## src/rtl/callflow_guard.sv

```systemverilog
module callflow_guard #(
  parameter int NFUNC      = 4,
  parameter int DEPTH      = 8,
  parameter int XLEN       = 32,
  parameter int REGION_LSB = 12,
  parameter logic [5:0] OP_CALL = 6'h03,
  parameter logic [5:0] OP_RET  = 6'h04,
  localparam int FID_W = (NFUNC > 1) ? $clog2(NFUNC) : 1
) (
  input  logic             clk,
  input  logic             rst,
  input  logic             mode_prevent,
  input  logic             tbl_we,
  input  logic [FID_W-1:0] tbl_row,
  input  logic [NFUNC-1:0] tbl_mask,
  input  logic             commit_valid,
  input  logic [XLEN-1:0]  commit_instr,
  input  logic [XLEN-1:0]  commit_pc,
  output logic             stall,
  output logic             invalid,
  output logic [FID_W-1:0] cur_func
);
  localparam int SP_W = $clog2(DEPTH + 1);
  localparam int IX_W = (DEPTH > 1) ? $clog2(DEPTH) : 1;
  localparam logic [FID_W:0] NF = NFUNC[FID_W:0];
  localparam logic [SP_W-1:0] FULL = DEPTH[SP_W-1:0];
  localparam logic [XLEN-1:0] KEEP =
    {6'h3f, {(XLEN-6){1'b0}}} | {{(XLEN-FID_W){1'b0}}, {FID_W{1'b1}}};

  logic [NFUNC-1:0] allow [NFUNC];
  logic [FID_W-1:0] stack [DEPTH];
  logic [SP_W-1:0]  sp;
  logic [FID_W-1:0] cur;
  logic             trap;

  logic             pend_v, pend_call, pend_ok;
  logic [FID_W-1:0] pend_dst;

  wire [5:0] opcode  = commit_instr[XLEN-1 -: 6];
  wire       is_call = opcode == OP_CALL;
  wire       is_ret  = opcode == OP_RET;
  wire       is_ctrl = is_call | is_ret;
  wire       well    = (commit_instr & ~KEEP) == '0;
  wire       pc_ok   = (commit_pc >> REGION_LSB) == XLEN'(cur);

  assign stall = pend_v & (mode_prevent | (commit_valid & is_ctrl));
  wire accept = commit_valid & is_ctrl & ~stall & ~trap;

  wire [SP_W-1:0]  top_sp = sp - 1'b1;
  wire [FID_W-1:0] top    = stack[top_sp[IX_W-1:0]];
  wire dst_ok  = {1'b0, pend_dst} < NF;
  wire call_ok = allow[cur][pend_dst] & (sp < FULL);
  wire ret_ok  = (sp != '0) & (top == pend_dst) & allow[pend_dst][cur];
  wire pass    = pend_ok & dst_ok & (pend_call ? call_ok : ret_ok);

  always_ff @(posedge clk) begin
    if (rst) begin
      for (int i = 0; i < NFUNC; i++) allow[i] <= '0;
    end else if (tbl_we && ({1'b0, tbl_row} < NF)) begin
      allow[tbl_row] <= tbl_mask;
    end
  end

  always_ff @(posedge clk) begin
    if (rst) begin
      pend_v    <= 1'b0;
      pend_call <= 1'b0;
      pend_ok   <= 1'b0;
      pend_dst  <= '0;
    end else begin
      pend_v <= accept;
      if (accept) begin
        pend_call <= is_call;
        pend_ok   <= well & pc_ok;
        pend_dst  <= commit_instr[FID_W-1:0];
      end
    end
  end

  always_ff @(posedge clk) begin
    if (rst) begin
      cur  <= '0;
      sp   <= '0;
      trap <= 1'b0;
      for (int i = 0; i < DEPTH; i++) stack[i] <= '0;
    end else if (pend_v && !trap) begin
      if (!pass) begin
        trap <= 1'b1;
      end else begin
        cur <= pend_dst;
        if (pend_call) begin
          stack[sp[IX_W-1:0]] <= cur;
          sp <= sp + 1'b1;
        end else begin
          sp <= top_sp;
        end
      end
    end
  end

  assign invalid  = trap;
  assign cur_func = cur;

  p_stack_bound_r7: assert property (@(posedge clk) disable iff (rst) sp <= FULL);
  p_trap_sticky_r8: assert property (@(posedge clk) disable iff (rst) invalid |=> invalid);
  p_frozen_r8: assert property (@(posedge clk) disable iff (rst) invalid |=> $stable(cur_func));
  p_idle_keeps_r2: assert property (@(posedge clk) disable iff (rst) !pend_v |=> $stable(cur_func));
  p_rise_after_check_r4: assert property (@(posedge clk) disable iff (rst)
    $rose(invalid) |-> $past(pend_v));
  p_prev_hold_r9: assert property (@(posedge clk) disable iff (rst)
    (mode_prevent && accept) |=> (stall || !mode_prevent));
  p_det_stall_r10: assert property (@(posedge clk) disable iff (rst)
    (!mode_prevent && stall) |-> (commit_valid && is_ctrl));
  p_trap_no_stall_r8: assert property (@(posedge clk) disable iff (rst)
    (invalid && $past(invalid)) |-> !stall);
endmodule

```

## config.mk

```make
export PLATFORM = sky130hd
export DESIGN_NAME = callflow_guard
export DESIGN_NICKNAME = d
export VERILOG_FILES = /design/src/rtl/callflow_guard.sv
export SDC_FILE = /design/constraint.sdc
export NUM_CORES = 1
export LEC_CHECK = 0
export BUFFER_PORTS_ARGS = -buffer_cell sky130_fd_sc_hd__buf_2
export CORE_ASPECT_RATIO = 0.8
export CORE_MARGIN = 4
export CORE_UTILIZATION = 56
export CTS_CLUSTER_SIZE = 28
export DETAILED_ROUTE_END_ITERATION = 6
export GPL_TIMING_DRIVEN = 0
export PLACE_DENSITY = 0.94
export SLEW_MARGIN = 20
export SYNTH_ARGS = -nofsm -noshare
export SYNTH_HDL_FRONTEND = slang
export SYNTH_SLANG_ARGS = --single-unit
```

## constraint.sdc

```tcl
create_clock -name clk -period 6.4 [get_ports clk]
set_input_delay 1.28 -clock clk [delete_from_list [all_inputs] [get_ports clk]]
set_output_delay 1.28 -clock clk [all_outputs]
set_load 0.02 [all_outputs]
```

Yosys cells after proc, flatten, opt, wreduce, memory -nomap -nowiden:

Memories as Yosys holds them, arrays and structs flattened. A register that Yosys moved wholly into a read port is not among the register bits.
Cells that the tools add are included.

* register bits: 12
* bits in writable memories: 32
* bits of input ports: 75
* output and inout port bits: 4
* word-level logic and storage cells: 66
* memories kept: 2

* add/subtract/negate cells: 2
* order comparisons: 3
* equal/unequal tests: 4
* multiplexer cells: 26
* bitwise logic cells: 14
* reductions and logical operators: 8

Memory list
* allow: words 4, width 4, rd ports 2, clocked after memory_dff 2, wr ports 4, line 30 `logic [NFUNC-1:0] allow [NFUNC];`
* stack: words 8, width 2, rd ports 1, clocked after memory_dff 0, wr ports 8, line 31 `logic [FID_W-1:0] stack [DEPTH];`

Operators by type and width (number)
* $logic_not 32->1: 1
* $eq 20x2->1: 1
* $mux 1: 15
* $mux 2: 6
* $and 1x1->1: 9
* $mux 4: 2
* $eq 6x2->1 const B: 1
* $eq 6x3->1 const B: 1
* $lt 2x3->1 const B: 2
* $add 4x1->4 const B: 1
* $bmux 1 s2: 2
* $lt 4x4->1 const B: 1
* $reduce_and 2->1: 2
* $reduce_bool 4->1: 1
* $reduce_or 4->1: 1
* $sub 4x1->4 const B: 1
* $mux 3: 1
* $not 1->1: 3
* $eq 2x2->1: 1
* $or 1x1->1: 2
* $reduce_or 2->1: 1
* $logic_and 1x1->1: 1
* $logic_not 1->1: 1

Longest topological paths before layout:

An unclocked memory read counts as a cell.

* depth after elaboration: 13
* gate-level depth with buffers: 10
* mapped depth without buffers: 8

Worst setup path after synthesis:

OpenSTA, ideal clock, no wires.

* kind: input to output
* start point: in commit_instr[29]
* end point: out stall
* data arrival time: 2.144 ns
* slack: 2.976 ns
* stages: 3
* path buffers: 0
* cell sequence: nor3_1 > o211ai_1 > a21boi_0

* word-level cells in the longest chain between the ends: 5
* elaborated cells on any way between the ends: 6
* those cells by class: eq/ne (2); bitwise (4)

RTL lines
* start, declared: line 17 `input logic [XLEN-1:0] commit_instr,`
* $eq 6x2->1 or $eq 6x3->1 (tied branches): line 40, 41
* $or 1x1->1 *: line 42 `wire is_ctrl = is_call | is_ret;`
* $and 1x1->1 *: line 46 `assign stall = pend_v & (mode_prevent | (commit_valid & is_ctrl));`
* $or 1x1->1 *: line 46
* $and 1x1->1 *: line 46
* end, declared: line 19 `output logic stall,`

Every way passes the cells marked *; elsewhere a longest branch is shown, timed or not.

Final worst setup path:

Ends and elaborated chain as after synthesis.

==> summary by stage <==
Clock tree
The cell at the root of the clock tree is clkbuf_8. The clock tree synthesis step divided the H-tree into 2 levels. Clock tree synthesis inserted a total of 5 buffers. Clock tree synthesis found a total of 48 sinks. The number of buffers added for setup after CTS is 0. The CTS tree is yes. The maximum buffer depth of the clock tree is 2. The post-cts hold buffer count is 0. The clock transition at the register clock pins on the worst setup and hold paths after CTS is 0.09 ns.

The clock reaches the later pin of the worst-skew pair after 0.31 ns. The total of cells resized after clock tree synthesis is 0.

Setup path
The capture point of the worst reg-to-reg path is stack[3][0]. The start point of the critical path is commit_instr[29]. STA classifies the critical path endpoint as a primary output. The data arrival time of the worst path is 2.24 ns. Counting cells, the worst reg-to-reg path comes to 9.

The worst setup path is launched from a primary input. The worst setup path is of the in2out kind. The peak fanout along the critical path is 2.

The worst reg2reg path startpoint is sp[0]. The required time reported for the critical path endpoint is 5.12 ns. The minimum setup slack among reg-to-reg paths is 3.17 ns.

Die
The floorplan step defined a core boundary enclosing 4650 sq um. The floorplan die width is 86.0 um. The number of placement rows is 22. From bottom edge to top edge, the die measures 70.4 um.

For this configuration, the core starts out at a cell density of 0.586. The I/O pin count is 79. The floorplan die area is 6050 sq um.

Final layout
In the layout the commonest cells are buf_2, edfxtp_1, nor2_1. The area growth from synthesis to final layout is 19.1%. The library cell used most frequently in the layout, excluding fill and tap cells, is buf_2.

Of the cells placed in the final design, the portion with a size suffix greater than 1 is 0.306. After the last flow step, the layout net total stands at 403. 0 antenna diodes ended up in the layout. The layout has 328 filler cells.

Synthesis
The area share of the leading cell type in the synthesized netlist is 0.353. The cell accounting for the most synthesized area is edfxtp_1. The post-synthesis average cell area is 10.8 sq um.

The share of the Yosys chip area taken by registers is 0.470. During synthesis, Yosys emitted a total of 0 warnings. After synthesis, the netlist uses 50 different library cells. The netlist area before placement is 2720 sq um. Counting every instance in the synthesized netlist gives 253.

The post-synthesis register bit count is 48. Ranked by total cell area, the synthesized netlist is headed by edfxtp_1, dfxtp_1, mux4_2. The number of nets handed over by synthesis was 330.

Timing
The worst max-slew margin expressed relative to the limit is 0.544. Dividing the final minimum period by the clock period gives 0.550. The total negative slack is 0 ns. The count of final hold-check violations is 0.

Once routing completed, OpenROAD measured the worst setup slack at 2.88 ns. Across the routed clock network, the largest skew measured is 0.00398 ns. The transition time of the tightest slew-check pin is 0.679 ns.

Setup repair after global routing left no endpoint under its margin. Counting I/O delays and the setup requirement, the final critical path takes 3.52 ns. The final setup violation count is 0. Timing would allow up to 284 MHz. The final number of max-transition violations came to 0.

Routing
In the routed layout, each cell is associated on average with a via count of 6.24. The overall routed net length is 7000 um. The remaining routing DRC violations is 0. The first-pass iteration count of the detailed router is 5.

The average wire per cell in the routed design is 18.1 um. Summing over every cut layer, the via total after detailed routing is 2415. The initial DRC count is 310.

The number of nets with antenna violations after detailed routing is 0.

Placed design
At the end of routability-driven placement, the weighted congestion stood at 0.854. The HPWL after detailed placement is 5400 um. The worst setup timing slack at the placement stage is 2.88 ns.

During placement, the flow inserted port buffers numbering 66.

Power
The worst-case IR drop observed on VDD is 145 uV. The static leakage power is 1.17 nW. The total power per unit cell area is 210 nW/um^2.

Global route
The total congestion overflow is 0. The largest net degree at the start of global routing is 17. The via count of the first global-routing pass is 2321.

For this run, the total global-route usage over all layers was measured as 0.235. The wire length of the first global-routing pass is 11000 um. The number of antenna violations at the first check in global routing is 0.

Min path
The hold path endpoint is pend_ok. The worst hold path belongs to the class reg2reg. The depth of the worst hold-timing path is 2. In this run the most critical hold path is launched from pend_ok.

Run
Max-cap violations in this run came to 0.

Outcome
The run finished with clean final reports.
[cells in the mapped netlist (all sizes together)]
library cell and number:
a211oi 2, a21boi 1, a21oi 7, a221o 1, a311oi 2, a31oi 1, a32o 1, a41o 1
and2 16, and3 3, buf 6, clkbuf 7, dfxtp 16, edfxtp 32, ha 2, inv 7
mux2i 14, mux4 8, nand2 18, nand2b 1, nand3 11, nand3b 3, nand4 7, nand4b 1
nor2 24, nor2b 3, nor3 8, nor3b 4, nor4 16, o2111ai 1, o211ai 2, o21ai 10
o22ai 1, o311ai 2, or2 4, or4 3, xnor2 4, xor2 3
[cell families (layout without fill, tap and decap cells)]
| group | count (synthesis) | after routing | synth area share |
|---|---|---|---|
| buffers and inverters | 20 | 94 | 0.0331 |
| muxes | 22 | 22 | 0.125 |
| DFF | 48 | 48 | 0.470 |
| and+or+nand+nor | 122 | 122 | 0.257 |
| adders and majority gates | 2 | 2 | 0.00919 |
| xor gates and xnor gates | 7 | 7 | 0.0253 |
| AOI/OAI and AO/OA | 32 | 32 | 0.0799 |
[state kept, by name, indices dropped and copies added (netlist names), named ones only]
name / count
allow: 16
pend_ok: 1
pend_call: 1
cur_func: 2
pend_v: 1
invalid: 1
pend_dst: 2
stack: 16
sp: 4
[how the worst max path moves through the flow]
stage | slack (ns) | end
detailed placement | 2.88 | stall
global placement | 2.92 | stall
CTS | 2.87 | stall
finish | 2.88 | stall
global route | 2.79 | stall
floorplan | 2.98 | stall
[critical path, stage by stage]
cell and delay [ns]:
buf_2 0.09, nor3_1 0.30, o211ai_1 0.18, a21boi_0 0.20, buf_2 0.19
[stage by stage]
| step | hold WS, ns | cells | cell area (sq um) | util | power (mW) |
|---|---|---|---|---|---|
| after global placement | 0.470 | 379 | 3130 | 0.673 | 0.456 |
| after floorplan | 0.454 | 253 | 2720 | - | 0.422 |
| after CTS | 0.501 | 387 | 3240 | 0.697 | 0.681 |
| final | 0.510 | 387 | 3240 | 0.697 | 0.682 |
| after detailed placement | 0.481 | 379 | 3130 | 0.673 | 0.462 |
| after global routing | 0.546 | 387 | 3240 | 0.697 | 0.706 |
[layout make-up]
cell class / count / area [sq um] / area share
repair buffers: 66 / 330 / 0.102
well taps: 60 / 75.1 / 0.0231
inverters: 7 / 26.3 / 0.00810
clock inverters: 3 / 46.3 / 0.0143
plain buffers: 13 / 63.8 / 0.0197
clock buffers: 5 / 68.8 / 0.0212
multi-input cells: 185 / 1350 / 0.417
flip-flops and latches: 48 / 1280 / 0.395
[routing by layer]
metal / up-vias / track usage / wire length [um]
met5: - / 0 / 0
li1: 1100 / - / -
met1: 1112 / 0.297 / 2610
met2: 186 / 0.393 / 3290
met4: 0 / 0.0844 / 151
met3: 17 / 0.0519 / 943
[where the power goes]
part / switching [mW] / internal [mW] / leakage (nW) / total [mW]
Combinational: 0.0519 / 0.0499 / 0.678 / 0.102
Sequential: 0.0100 / 0.345 / 0.436 / 0.355
Clock: 0.108 / 0.118 / 0.0548 / 0.226
Total: 0.170 / 0.512 / 1.17 / 0.682
Power figures use the tool's default switching activity.
